## src/rtl/clkdiv_pkg.sv

```systemverilog
package clkdiv_pkg;
  typedef enum logic [1:0] {
    STEP_HOLD = 2'd0,
    STEP_UP   = 2'd1,
    STEP_DOWN = 2'd2
  } step_dir_e;
endpackage

```

## src/rtl/pd_stepper.sv

```systemverilog
module pd_stepper
  import clkdiv_pkg::*;
#(
  parameter int STEP_MAX = 4,
  localparam int STEP_W = $clog2(STEP_MAX + 1)
) (
  input  logic              clk_i,
  input  logic              rst_ni,
  input  logic              tick_i,
  input  logic              pd_i,
  input  logic              ack_i,
  output logic [STEP_W-1:0] step_o,
  output logic              at_target_o
);
  localparam logic [STEP_W-1:0] TOP = STEP_W'(STEP_MAX);

  logic [STEP_W-1:0] step_q;
  step_dir_e         dir;

  always_comb begin
    dir = STEP_HOLD;
    if (pd_i && step_q != TOP)       dir = STEP_UP;
    else if (!pd_i && step_q != '0)  dir = STEP_DOWN;
  end

  // advance only after the output has taken the previous step
  always_ff @(posedge clk_i or negedge rst_ni) begin
    if (!rst_ni) begin
      step_q <= '0;
    end else if (tick_i && ack_i) begin
      unique case (dir)
        STEP_UP:   step_q <= step_q + 1'b1;
        STEP_DOWN: step_q <= step_q - 1'b1;
        default:   step_q <= step_q;
      endcase
    end
  end

  assign step_o      = step_q;
  assign at_target_o = (dir == STEP_HOLD);
endmodule

```

## src/rtl/div_core.sv

```systemverilog
module div_core #(
  parameter int SEL_W  = 2,
  parameter int STEP_W = 3,
  parameter int EXP_W  = 3,
  parameter int CNT_W  = 8
) (
  input  logic              clk_i,
  input  logic              rst_ni,
  input  logic [SEL_W-1:0]  sel_i,
  input  logic [STEP_W-1:0] step_i,
  output logic              clk_o,
  output logic [SEL_W-1:0]  act_sel_o,
  output logic [STEP_W-1:0] act_step_o,
  output logic [EXP_W-1:0]  act_exp_o
);
  logic [SEL_W-1:0]  act_sel_q;
  logic [STEP_W-1:0] act_step_q;
  logic [CNT_W-1:0]  cnt_q;
  logic              out_q;
  logic [EXP_W-1:0]  act_exp;
  logic [CNT_W-1:0]  half_last;
  logic              phase_end;

  assign act_exp   = EXP_W'(act_sel_q) + EXP_W'(act_step_q);
  assign half_last = (CNT_W'(1) << act_exp) - CNT_W'(1);
  assign phase_end = (cnt_q == half_last);

  always_ff @(posedge clk_i or negedge rst_ni) begin
    if (!rst_ni) begin
      out_q      <= 1'b0;
      cnt_q      <= '0;
      act_sel_q  <= '0;
      act_step_q <= '0;
    end else if (phase_end) begin
      out_q <= ~out_q;
      cnt_q <= '0;
      // new ratio only at a rising edge: both halves of a period match
      if (!out_q) begin
        act_sel_q  <= sel_i;
        act_step_q <= step_i;
      end
    end else begin
      cnt_q <= cnt_q + 1'b1;
    end
  end

  assign clk_o      = out_q;
  assign act_sel_o  = act_sel_q;
  assign act_step_o = act_step_q;
  assign act_exp_o  = act_exp;
endmodule

```

## src/rtl/clk_outdiv_pd.sv

```systemverilog
module clk_outdiv_pd #(
  parameter int SEL_W   = 2,
  parameter int PD_LOG2 = 4
) (
  input  logic             clk_i,
  input  logic             rst_ni,
  input  logic             ref_tick_i,
  input  logic [SEL_W-1:0] sel_i,
  input  logic             pwr_dn_i,
  output logic             clk_o,
  output logic             settled_o
);
  localparam int STEP_W  = $clog2(PD_LOG2 + 1);
  localparam int MAX_EXP = (2 ** SEL_W - 1) + PD_LOG2;
  localparam int EXP_W   = $clog2(MAX_EXP + 1);
  localparam int CNT_W   = MAX_EXP + 1;

  logic [STEP_W-1:0] step;
  logic [STEP_W-1:0] act_step;
  logic [SEL_W-1:0]  act_sel;
  logic [EXP_W-1:0]  act_exp;
  logic              step_ack;
  logic              at_target;

  assign step_ack = (act_step == step);

  pd_stepper #(.STEP_MAX(PD_LOG2)) u_stepper (
    .clk_i      (clk_i),
    .rst_ni     (rst_ni),
    .tick_i     (ref_tick_i),
    .pd_i       (pwr_dn_i),
    .ack_i      (step_ack),
    .step_o     (step),
    .at_target_o(at_target)
  );

  div_core #(
    .SEL_W (SEL_W),
    .STEP_W(STEP_W),
    .EXP_W (EXP_W),
    .CNT_W (CNT_W)
  ) u_core (
    .clk_i     (clk_i),
    .rst_ni    (rst_ni),
    .sel_i     (sel_i),
    .step_i    (step),
    .clk_o     (clk_o),
    .act_sel_o (act_sel),
    .act_step_o(act_step),
    .act_exp_o (act_exp)
  );

  assign settled_o = at_target && step_ack && (act_sel == sel_i);
endmodule

```

## config.mk

```make
export PLATFORM = sky130hd
export DESIGN_NAME = clk_outdiv_pd
export DESIGN_NICKNAME = d
export VERILOG_FILES = /design/src/rtl/clkdiv_pkg.sv /design/src/rtl/pd_stepper.sv /design/src/rtl/div_core.sv /design/src/rtl/clk_outdiv_pd.sv
export SDC_FILE = /design/constraint.sdc
export NUM_CORES = 1
export LEC_CHECK = 0
export BUFFER_PORTS_ARGS = -buffer_cell sky130_fd_sc_hd__buf_2
export CORE_AREA = 2 2 50 52
export DETAILED_ROUTE_END_ITERATION = 12
export DIE_AREA = 0 0 52 54
export GPL_TIMING_DRIVEN = 0
export PLACE_DENSITY = 0.71
export SYNTH_ARGS = -nofsm -noshare
export SYNTH_HDL_FRONTEND = slang
export SYNTH_SLANG_ARGS = --single-unit
```

## constraint.sdc

```tcl
create_clock -name clk_i -period 10.75 [get_ports clk_i]
set_input_delay 2.15 -clock clk_i [delete_from_list [all_inputs] [get_ports clk_i]]
set_output_delay 2.15 -clock clk_i [all_outputs]
set_load 0.01 [all_outputs]
```

== After elaboration in Yosys (flattened, before gate mapping) ==
Cells that the tools add are included.

* Add/subtract/negate cells: 5
* Equality and inequality tests: 6
* Shifts and indexed selects: 1
* Muxes and demuxes: 4
* Bitwise operators: 1
* Reductions and logical operators: 11

{| class="wikitable"
|+ Operator list
! kind !! number
|-
| $add 8x1->8 const B || 1
|-
| $eq 8x8->1 || 1
|-
| $mux 8 || 1
|-
| $shl 1x3->8 const A || 1
|-
| $sub 8x2->8 const B || 1
|-
| $pmux 3 s2 || 1
|-
| $logic_and 1x1->1 || 5
|-
| $mux 2 || 2
|-
| $reduce_and 2->1 || 2
|-
| $add 2x3->3 || 1
|-
| $add 3x1->3 const B || 1
|-
| $eq 3x3->1 || 1
|-
| $ne 3x3->1 const B || 1
|-
| $reduce_bool 3->1 || 1
|-
| $sub 3x1->3 const B || 1
|-
| $eq 2x1->1 const B || 1
|-
| $eq 2x2->1 || 1
|-
| $eq 2x2->1 const B || 1
|-
| $logic_not 2->1 || 1
|-
| $reduce_bool 2->1 || 1
|-
| $logic_not 1->1 || 1
|-
| $not 1->1 || 1
|}

* Bits in registers: 17
* Bits of input ports: 6
* Output and inout bits: 2
* Word-level logic and storage cells: 33

== Depth between registers and ports, before layout ==
Gate-level depths: netlist (run 1).

* Depth in word-level cells: 7
* Mapped depth: 12
* Mapped depth without buffers: 11

== Hierarchy ==
A second synthesis (run 1) with hierarchy kept.

* Cells, all modules: 115
* Area, all modules: 1,229.9 sq um

{| class="wikitable"
|+ Modules (own cells, without submodules)
! module !! times used !! cells each !! area each (sq um) !! sequential area each (sq um)
|-
| div_core || 1 || 85 || 933.4 || 350.3
|-
| pd_stepper || 1 || 23 || 234.0 || 75.1
|-
| clk_outdiv_pd || 1 || 7 || 62.6 || 0.0
|}

== Worst setup path after synthesis (run 1) ==
No wires, ideal clock.

* Path kind: input to output
* Start point: input pwr_dn_i
* End point: output settled_o
* Arrival time: 2.804 ns
* Required time: 8.600 ns
* Setup slack: 5.796 ns
* Cell stages on the path: 3
* Buffers on the path: 0
* Cell sequence: xnor2_1 > nand3_1 > nor4_1

* Longest elaborated chain between the ends: 7
* Elaborated cells on any way between the ends: 8
* Those cells by class: mux (2); reduce/logical (6)

{| class="wikitable"
|+ RTL lines
! element !! line !! text
|-
| start, declared || clk_outdiv_pd.sv:9 || <nowiki>input logic pwr_dn_i,</nowiki>
|-
| $logic_not 1->1 || pd_stepper.sv:23 || <nowiki>else if (!pd_i && step_q != '0) dir = STEP_DOWN;</nowiki>
|-
| $logic_and 1x1->1 || pd_stepper.sv:23 ||
|-
| $mux 2 || pd_stepper.sv:23 ||
|-
| $mux 2 * || pd_stepper.sv:22 || <nowiki>if (pd_i && step_q != TOP) dir = STEP_UP;</nowiki>
|-
| $logic_not 2->1 * || pd_stepper.sv:40 || <nowiki>assign at_target_o = (dir == STEP_HOLD);</nowiki>
|-
| $logic_and 1x1->1 * (2 in series) || clk_outdiv_pd.sv:53 || <nowiki>assign settled_o = at_target && step_ack && (act_sel == sel_i);</nowiki>
|-
| end, declared || clk_outdiv_pd.sv:11 || <nowiki>output logic settled_o</nowiki>
|}

Mark *: on every way between the ends. The rest lies on a longest branch, timed or not.

== Worst setup path after layout (run 1) ==
Same ends and word-level chain as after synthesis.

==> results.md, run 1 <==
- Later-pin clock latency in the skew report: 0.29 ns
- Number of flops mapped to enable cells by yosys: 0
- Slew margin rel.: 0.582
- Pre-CTS setup slack: 5.64 ns
- Flops & latches, synth: 17
- Status: finished, final reports clean
- Setup ws final: 5.66 ns
- Synth top area cells: dfrtp_1, xnor2_1, xor2_1, mux2_4, nand3_1
- Post-CTS Repair Setup Buffers: 0
- Util after Layout: 0.553
- Worst Hold Class: register to register
- CP Max Fanout: 2
- First-pass GRT wire length: 3530 um
- Netlist Area Pre-Place: 0.00118 mm^2
- DRC viols: 0
- Fin crit period: 5.09 ns
- WP data arrival: 2.94 ns
- Worst Hold Path EP: u_core.cnt_q[7]$_DFF_PN0_
- Total GRT Usage: 0.173
- Cell taking the most area after synthesis: dfrtp_1
- FF-to-FF setup slack: 6.88 ns
- Setup crit end kind: output pin
- Iter 0 DRT Violations: 9
- CTS tree: built
- Die X: 52 um
- Synth cell types: 37
- Most numerous cell on the critical path: buf_2
- GPL Wtd Cong: 0.779
- Largest delay share family, worst path: simple AND/OR/NAND/NOR gates
- RSZ-0062 raised after global routing: false
- Final setup vio count: 0
- Syn_area_per_cell: 10.3 um^2
- Vias in the first global route: 785
- Post-CTS resize count: 0
- Syn_nets: 126
- Critical Path Max Stage Delay: 0.25 ns
- H-tree levels: 1
- Initial Util: 0.510
- P&R area growth vs syn: 8.46%
- Sequential cell area fraction in the yosys report: 0.359
- # rows: 18
- Critical path cell sequence: buf_2, xnor2_1, nand3_1, nor4_1, buf_2
- Fmax: 197 MHz
- Largest net degree at the start of global routing: 18
- Die area: 0.00281 mm^2
- Reg2Reg Launch Point: u_core.act_step_o[0]$_DFFE_PN0P_
- HP Start: u_core.cnt_q[7]$_DFF_PN0_
- Slowest CP cell: nor4_1
- # IOs: 8
- Core footprint: 0.00232 mm^2
- Vias per cell: 5.39
- Die height: 54 um
- Final period util: 0.473
- CTS max path bufs: 2
- Primary FF master, synth: dfrtp_1
- Crit Path Category: primary input to output pin
- Antenna cells: 0
- Final Hold Viols: 0
- Worst-margin pin slew: 0.623 ns
- Drt total wl: 2020 um
- Slew Limit Fails: 0
- Buf/Inv on CP: 2
- DRT Pass-1 Iters: 4
- CTS clk-pin slew, worst paths: 0.10 ns
- Synth warn: 0
- Fillers: 210
- Antenna violations before repair: 0
- Crit path launch type: primary input
- CTS Buf Count: 3
- Worst R2R Path Depth: 11
- Layout cells sized above 1: 0.175
- Worst Hold Depth: 2
- Routed wire per std cell: 12.9 um
- Nets: 138
- Cts hold-fix bufs: 0
- Synth top area share: 0.359
- Post-DRT Antenna Nets: 0
- Final TNS setup: 0 ns
- Layout Skew: 0.00674 ns
- Max Cap Viol: 0
- Root buffer cell: clkbuf_4
- Hold slack final: 0.557 ns
- Share of synthesized registers carrying an async set or reset: 1.00
- Critical Path RT: 8.60 ns
- Detailed Place HPWL: 1530 um
- RR Endpoint: u_core.act_sel_o[1]$_DFFE_PN0P_
- Grt total ovfl: 0
- I/O Buffers: 7
- Vias: 841
- CTS Sinks: 17
- Mapped Cells: 115
sequential cells by signal (all words and copies together) (netlist names):
name	flops
u_core.act_sel_o	2
u_core.cnt_q	8
u_core.clk_o	1
u_core.act_step_o	3
u_stepper.step_o	3
metal layers:
layer  global-route usage  vias to the layer above  share of wire
li1                     -                      422              -
met1                0.247                      406           0.50
met2                0.272                        9           0.46
met3               0.0167                        4          0.022
met5                    0                        -              0
met4               0.0658                        0          0.013
area by class of cell:
| class | count | area [um^2] | share of cell area |
|---|---|---|---|
| multi-input cells | 86 | 713 | 0.556 |
| well taps | 30 | 37.5 | 0.0292 |
| repair buffers | 7 | 35.0 | 0.0273 |
| flip-flops and latches | 17 | 425 | 0.331 |
| clock inverters | 1 | 5.00 | 0.00390 |
| clock buffers | 3 | 22.5 | 0.0175 |
| inverters | 8 | 30.0 | 0.0234 |
| plain buffers | 4 | 15.0 | 0.0117 |
logic make-up (layout without fill, tap and decap cells):
group,Yosys count,in the layout,share of synthesized area
and+or+nand+nor,43,43,0.209
xor gates and xnor gates,21,21,0.162
DFF,17,17,0.359
buffers and inverters,12,23,0.0381
AOI/OAI and AO/OA,10,10,0.0899
muxes,7,7,0.0761
adders and majority gates,5,5,0.0655
cell usage in the layout, fill, tap and decap left out, types with 2 or more instances in the layout:
cell type	netlist	final
dfrtp_1	17	17
fa_1	2	2
nand2b_1	2	2
xor2_1	9	9
clkbuf_4	0	3
ha_1	3	3
nor2_1	10	10
mux2_4	4	4
buf_2	0	7
a21oi_1	2	2
clkbuf_1	4	4
and3_1	2	2
nand2_1	2	2
nand3_1	10	10
nand3b_1	2	2
inv_1	8	8
nor4_1	3	3
xnor2_1	11	11
mux2i_1	3	3
nor3_1	2	2
worst max-delay path by stage:
stage | cells past startpoint | slack, ns | start | end
global placement | 5 | 5.70 | pwr_dn_i | settled_o
CTS | 5 | 5.63 | pwr_dn_i | settled_o
floorplan | 3 | 5.80 | pwr_dn_i | settled_o
detailed placement | 5 | 5.64 | pwr_dn_i | settled_o
finish | 5 | 5.66 | pwr_dn_i | settled_o
global route | 5 | 5.54 | pwr_dn_i | settled_o
Yosys cell counts (3+ instances only):
library cell / number
nand3_1: 10
mux2i_1: 3
clkbuf_1: 4
nor2_1: 10
ha_1: 3
xnor2_1: 11
nor4_1: 3
xor2_1: 9
mux2_4: 4
inv_1: 8
dfrtp_1: 17
tightest hold or removal path, delay by kind of cell, from the launching register on:
family,cells,cell delay (ns)
xor+xnor,1,0.07
simple gates,1,0.07
flops,1,0.38
stage by stage:
| step | instances | instance area (um^2) |
|---|---|---|
| after floorplan | 115 | 1180 |
| after global placement | 152 | 1260 |
| after detailed placement | 152 | 1260 |
| after CTS | 156 | 1280 |
| after global routing | 156 | 1280 |
| final | 156 | 1280 |
Power of run 1 is not shown: default switching activity piles up to over one toggle a cycle in this logic, so the estimate is an artifact.
==> run 2: changes to the inputs <==
- ABC_AREA: not set -> 1
- CORE_AREA: 2 2 50 52 -> 2 2 51 53
- DIE_AREA: 0 0 52 54 -> 0 0 53 55
- PLACE_DENSITY: 0.71 -> 0.7
- clock period: 10.75 -> 5.1 ns (I/O delays scaled with it)
==> run 2 against run 1 <==
Net effect: sequential share of layout area fell by 0.79 points; first-iteration DRC count rose to 2.8 times the previous value; register-to-register slack got worse by 4.8 ns.
==> results.md, run 2 <==
- Status: finished, final reports clean
- Routed wire per std cell: 11.8 um
- Number of flops mapped to enable cells by yosys: 0
- Top post-synthesis cells by count: nand2_1, inv_1, nand3_1
- Sequential cell area fraction in the yosys report: 0.350
- CTS clk-pin slew, worst paths: 0.10 ns
- Final setup vio count: 0
- First-pass GRT wire length: 4250 um
- Synth warn: 0
- CP Max Fanout: 7
- Layout Skew: 0.00238 ns
- Commonest non-fill, non-tap cell in the layout: nand2_1
- WP data arrival: 3.25 ns
- Slew Limit Fails: 0
- Synth top area cells: dfrtp_1, nand2_1, nand3_1, inv_1, nor2_2
- Post-CTS resize count: 0
- Layout cells sized above 1: 0.204
- Antenna cells: 0
- Initial Util: 0.514
- Share of synthesized registers carrying an async set or reset: 1.00
- Cts hold-fix bufs: 0
- Largest net degree at the start of global routing: 18
- Max Cap Viol: 0
- Fmax: 327 MHz
- Detailed Place HPWL: 1780 um
- Total GRT Usage: 0.198
- Synth cell types: 26
- Placement Cell Area: 0.00129 mm^2
- Post-Layout Inst Area: 0.00132 mm^2
- Core footprint: 0.00236 mm^2
- Reg with most FFs: u_core.cnt_q
- CTS tree: built
- Most frequent cells in the layout: nand2_1, inv_1, nand3_1
- Final Hold Viols: 0
- Setup crit end kind: register
- Vias: 1042
- Fillers: 224
- Die area: 0.00292 mm^2
- Primary FF master, synth: dfrtp_1
- Synth top area share: 0.350
- Iter 0 DRT Violations: 25
- P&R area growth vs syn: 8.13%
- Hold slack final: 0.504 ns
- GPL Wtd Cong: 0.837
- RSZ-0062 raised after global routing: false
- Syn_area_per_cell: 7.80 um^2
- Syn_nets: 167
- CTS max path bufs: 2
- CTS Sinks: 17
- Worst-margin pin slew: 0.388 ns
- Critical Path RT: 5.29 ns
- Root buffer cell: clkbuf_4
- H-tree levels: 1
- Fin crit period: 3.06 ns
- Post-CTS Repair Setup Buffers: 0
- Post-DRT Antenna Nets: 0
- Mapped Cells: 156
- Cell taking the most area after synthesis: dfrtp_1
- Flops & latches, synth: 17
- Netlist Area Pre-Place: 0.00122 mm^2
- DRC viols: 0
- Max reg flops: 8
- Final TNS setup: 0 ns
- Grt total ovfl: 0
- Crit path launch type: register
- # IOs: 8
- Crit Path Category: register to register
- DRT Pass-1 Iters: 4
- Top-count cell post-synth: nand2_1
- Nets: 179
- Die height: 55 um
- Vias in the first global route: 982
- Slew margin rel.: 0.742
- Later-pin clock latency in the skew report: 0.29 ns
- Final period util: 0.600
- I/O Buffers: 7
- Drt total wl: 2320 um
- CTS Buf Count: 3
- # rows: 18
- Antenna violations before repair: 0
- Vias per cell: 5.29
- Worst Hold Class: register to register
- Die X: 53 um
- FF-to-FF setup slack: 2.04 ns
==> run 2: through the flow <==
stage / cells / utilization / setup slack, ns
2_1_floorplan: 156 / - / 2.43
3_3_place_gp: 193 / 0.545 / 2.16
3_5_place_dp: 193 / 0.545 / 2.10
4_1_cts: 197 / 0.556 / 2.07
5_1_grt: 197 / 0.556 / 1.72
6_report: 197 / 0.556 / 2.04
==> run 2: logic make-up (layout without fill, tap and decap cells) <==
| group | after synthesis | count (layout) | share of synthesized area |
|---|---|---|---|
| buf+inv | 21 | 32 | 0.0669 |
| simple gates | 96 | 96 | 0.416 |
| compound gates | 6 | 6 | 0.0247 |
| fa+ha+maj | 5 | 5 | 0.0638 |
| xor+xnor | 11 | 11 | 0.0792 |
| flops | 17 | 17 | 0.350 |
==> run 2: path summary, 6_finish.rpt <==
check                                                  from                          endpoint  cells after the start
min in group asynchronous                            rst_ni  u_core.act_step_o[1]$_DFFE_PN0P_                      1
max in group asynchronous                            rst_ni         u_core.cnt_q[6]$_DFF_PN0_                      1
hold / removal                     u_core.clk_o$_DFFE_PN0N_          u_core.clk_o$_DFFE_PN0N_                      2
hold reg to reg                    u_core.clk_o$_DFFE_PN0N_          u_core.clk_o$_DFFE_PN0N_                      2
setup / recovery           u_core.act_step_o[0]$_DFFE_PN0P_  u_core.act_step_o[0]$_DFFE_PN0P_                     17
setup reg to reg           u_core.act_step_o[0]$_DFFE_PN0P_  u_core.act_step_o[0]$_DFFE_PN0P_                     17
==> run 2: area by class of cell <==
class / count / area, um^2 / share of cell area
clock buffers: 4 / 26.3 / 0.0200
multi-input cells: 118 / 709 / 0.539
repair buffers: 7 / 35.0 / 0.0266
flip-flops and latches: 17 / 425 / 0.324
inverters: 21 / 81.3 / 0.0618
well taps: 30 / 37.5 / 0.0285
==> run 2: layer usage <==
metal | GRT usage | up-vias | routed length, um
li1 | - | 520 | -
met1 | 0.291 | 507 | 1200
met2 | 0.310 | 13 | 1040
met3 | 0.0161 | 2 | 62
met4 | 0.0641 | 0 | 14
met5 | 0 | - | 0
==> run 2: worst max-delay path, stage by stage (launching register included) <==
cell and delay [ns]:
dfrtp_1 0.41, ha_1 0.16, inv_1 0.04, fa_1 0.64, inv_2 0.11, nor2_2 0.11, nand3_1 0.10, ha_1 0.27
inv_1 0.12, nand3_2 0.08, nand2_1 0.12, nand2_1 0.07, nand3_1 0.06, nand2_1 0.10, nor2_4 0.28, nand3_4 0.15
nand2_1 0.08, nand2_1 0.05
Power of run 2 is left out for the same reason.
==> run 3: changes to the inputs <==
- ABC_AREA: 1 -> 0
- CORE_AREA: 2 2 51 53 -> 2 2 50 52
- DIE_AREA: 0 0 53 55 -> 0 0 52 54
- PLACE_DENSITY: 0.7 -> 0.71
- clock period: 5.1 -> 2.85 ns (I/O delays scaled with it)
==> run 3 against run 2 <==
Net effect: the flow now finishes with violations (setup timing); worst hold slack got worse by 0.31 ns; maximum frequency fell by 6.2%; critical path depth fell by 6; non-clock buffer count is 20 higher; first-iteration DRC count down 20%; core utilization increased by 11 points; global-route usage decreased by 1.0 points; critical path type unchanged; critical endpoint is now u_core.act_sel_o[1]$_DFFE_PN0P_.
==> results.md, run 3 (synthesized netlist as in run 1, its figures left out) <==
- Status: finished, violations left
- Failing checks: setup timing
- Grt total ovfl: 0
- I/O Buffers: 7
- Later-pin clock latency in the skew report: 0.28 ns
- Reg2Reg Launch Point: u_core.act_sel_o[0]$_DFFE_PN0P_
- Crit path launch type: register
- Slew Limit Fails: 0
- FF-to-FF setup slack: -0.41 ns
- Cts hold-fix bufs: 0
- First-pass GRT wire length: 3860 um
- H-tree levels: 1
- Antenna violations before repair: 0
- Crit Path Category: register to register
- RSZ-0062 raised after global routing: true
- P&R area growth vs syn: 30.8%
- Commonest non-fill, non-tap cell in the layout: dfrtp_1
- Initial Util: 0.510
- CTS Buf Count: 3
- Critical path cell sequence: ha_2, inv_2, fa_2, buf_8, nand3_4, ha_4, or3b_1, mux2i_2, o21ai_2, a2111o_4, mux2_4
- WP data arrival: 3.44 ns
- Nets: 154
- Reg with most FFs: u_core.cnt_q
- Final TNS setup: -4.70 ns
- CTS max path bufs: 2
- Fmax: 306 MHz
- Fin crit period: 3.26 ns
- Die height: 54 um
- Pre-CTS setup slack: -0.643 ns
- Critical Path Max Stage Delay: 0.62 ns
- Worst-margin pin slew: 0.525 ns
- Util after Layout: 0.667
- Setup crit end kind: register
- CTS tree: built
- Slowest CP cell: fa_2
- Max reg flops: 8
- Layout cells sized above 1: 0.437
- GPL Wtd Cong: 0.725
- RR Endpoint: u_core.act_sel_o[1]$_DFFE_PN0P_
- Die X: 52 um
- DRC viols: 0
- Detailed Place HPWL: 1540 um
- Worst R2R Path Depth: 11
- Root buffer cell: clkbuf_4
- Largest net degree at the start of global routing: 18
- Core footprint: 0.00232 mm^2
- Vias per cell: 5.32
- Routed wire per std cell: 14.0 um
- Max Cap Viol: 0
- Vias: 915
- Final setup vio count: 14
- CTS clk-pin slew, worst paths: 0.09 ns
- Drt total wl: 2400 um
- Die area: 0.00281 mm^2
- Vias in the first global route: 847
- # rows: 18
- Iter 0 DRT Violations: 20
- CP Max Fanout: 7
- Final Hold Viols: 0
- Setup ws final: -0.413 ns
- # IOs: 8
- Post-DRT Antenna Nets: 0
- Layout Skew: 0.00378 ns
- CTS Sinks: 17
- DRT Pass-1 Iters: 4
- Antenna cells: 0
- Critical Path RT: 3.02 ns
- Most frequent cells in the layout: dfrtp_1, buf_4, nand3_1, xnor2_1, xor2_1
- Final period util: 1.14
- Slew margin rel.: 0.648
- Worst Hold Class: primary input to asynchronous set/reset pin
- Total GRT Usage: 0.188
run 3: worst max-delay path, delay by kind of cell, from the launching register on:
kind	cells	cell delay, ns
adders and majority gates	3	1.01
AOI/OAI and AO/OA	2	0.61
muxes	2	0.56
and+or+nand+nor	2	0.43
DFF	1	0.37
buffers and inverters	2	0.17
run 3: worst max-delay path by stage:
stage | start | to | slack, ns | depth (start not counted)
after global routing | u_core.act_sel_o[0]$_DFFE_PN0P_ | u_core.act_sel_o[1]$_DFFE_PN0P_ | -0.53 | 11
after CTS | u_core.act_sel_o[0]$_DFFE_PN0P_ | u_core.act_sel_o[1]$_DFFE_PN0P_ | -0.48 | 11
after global placement | u_core.act_sel_o[0]$_DFFE_PN0P_ | u_core.act_sel_o[1]$_DFFE_PN0P_ | -0.55 | 12
after detailed placement | u_core.act_sel_o[0]$_DFFE_PN0P_ | u_core.act_sel_o[1]$_DFFE_PN0P_ | -0.64 | 12
final | u_core.act_sel_o[0]$_DFFE_PN0P_ | u_core.act_sel_o[1]$_DFFE_PN0P_ | -0.41 | 11
after floorplan | u_core.act_sel_o[0]$_DFFE_PN0P_ | u_core.act_step_o[2]$_DFFE_PN0P_ | -0.39 | 12
run 3: cell type report:
type / count / area (um^2)
Sequential cell: 17 / 425
Multi-Input combinational cell: 86 / 840
Timing Repair Buffer: 24 / 166
Inverter: 8 / 30.0
Tap cell: 30 / 37.5
Clock buffer: 4 / 26.3
Buffer: 3 / 22.5
Fill cell: 192 / 772
run 3: metal layers:
metal  wire length (um)  track usage
met5                  0            0
met4                 20       0.0658
met3                 31       0.0250
met2               1140        0.297
met1               1210        0.265
run 3: stage by stage:
step	hold slack (ns)	instances	area (um^2)
floorplan	0.274	115	1250
global placement	0.500	152	1330
detailed placement	0.508	152	1330
CTS	0.199	163	1430
global route	0.206	172	1550
finish	0.190	172	1550
run 3: what timing repair did:
item / in CTS / in global routing
setup endpoints to repair: 14 / 14
buffers inserted: 8 / 8
gates resized for setup: 5 / 15
gates cloned: 0 / 1
pin swaps: 7 / 8
Power of run 3 is left out for the same reason.
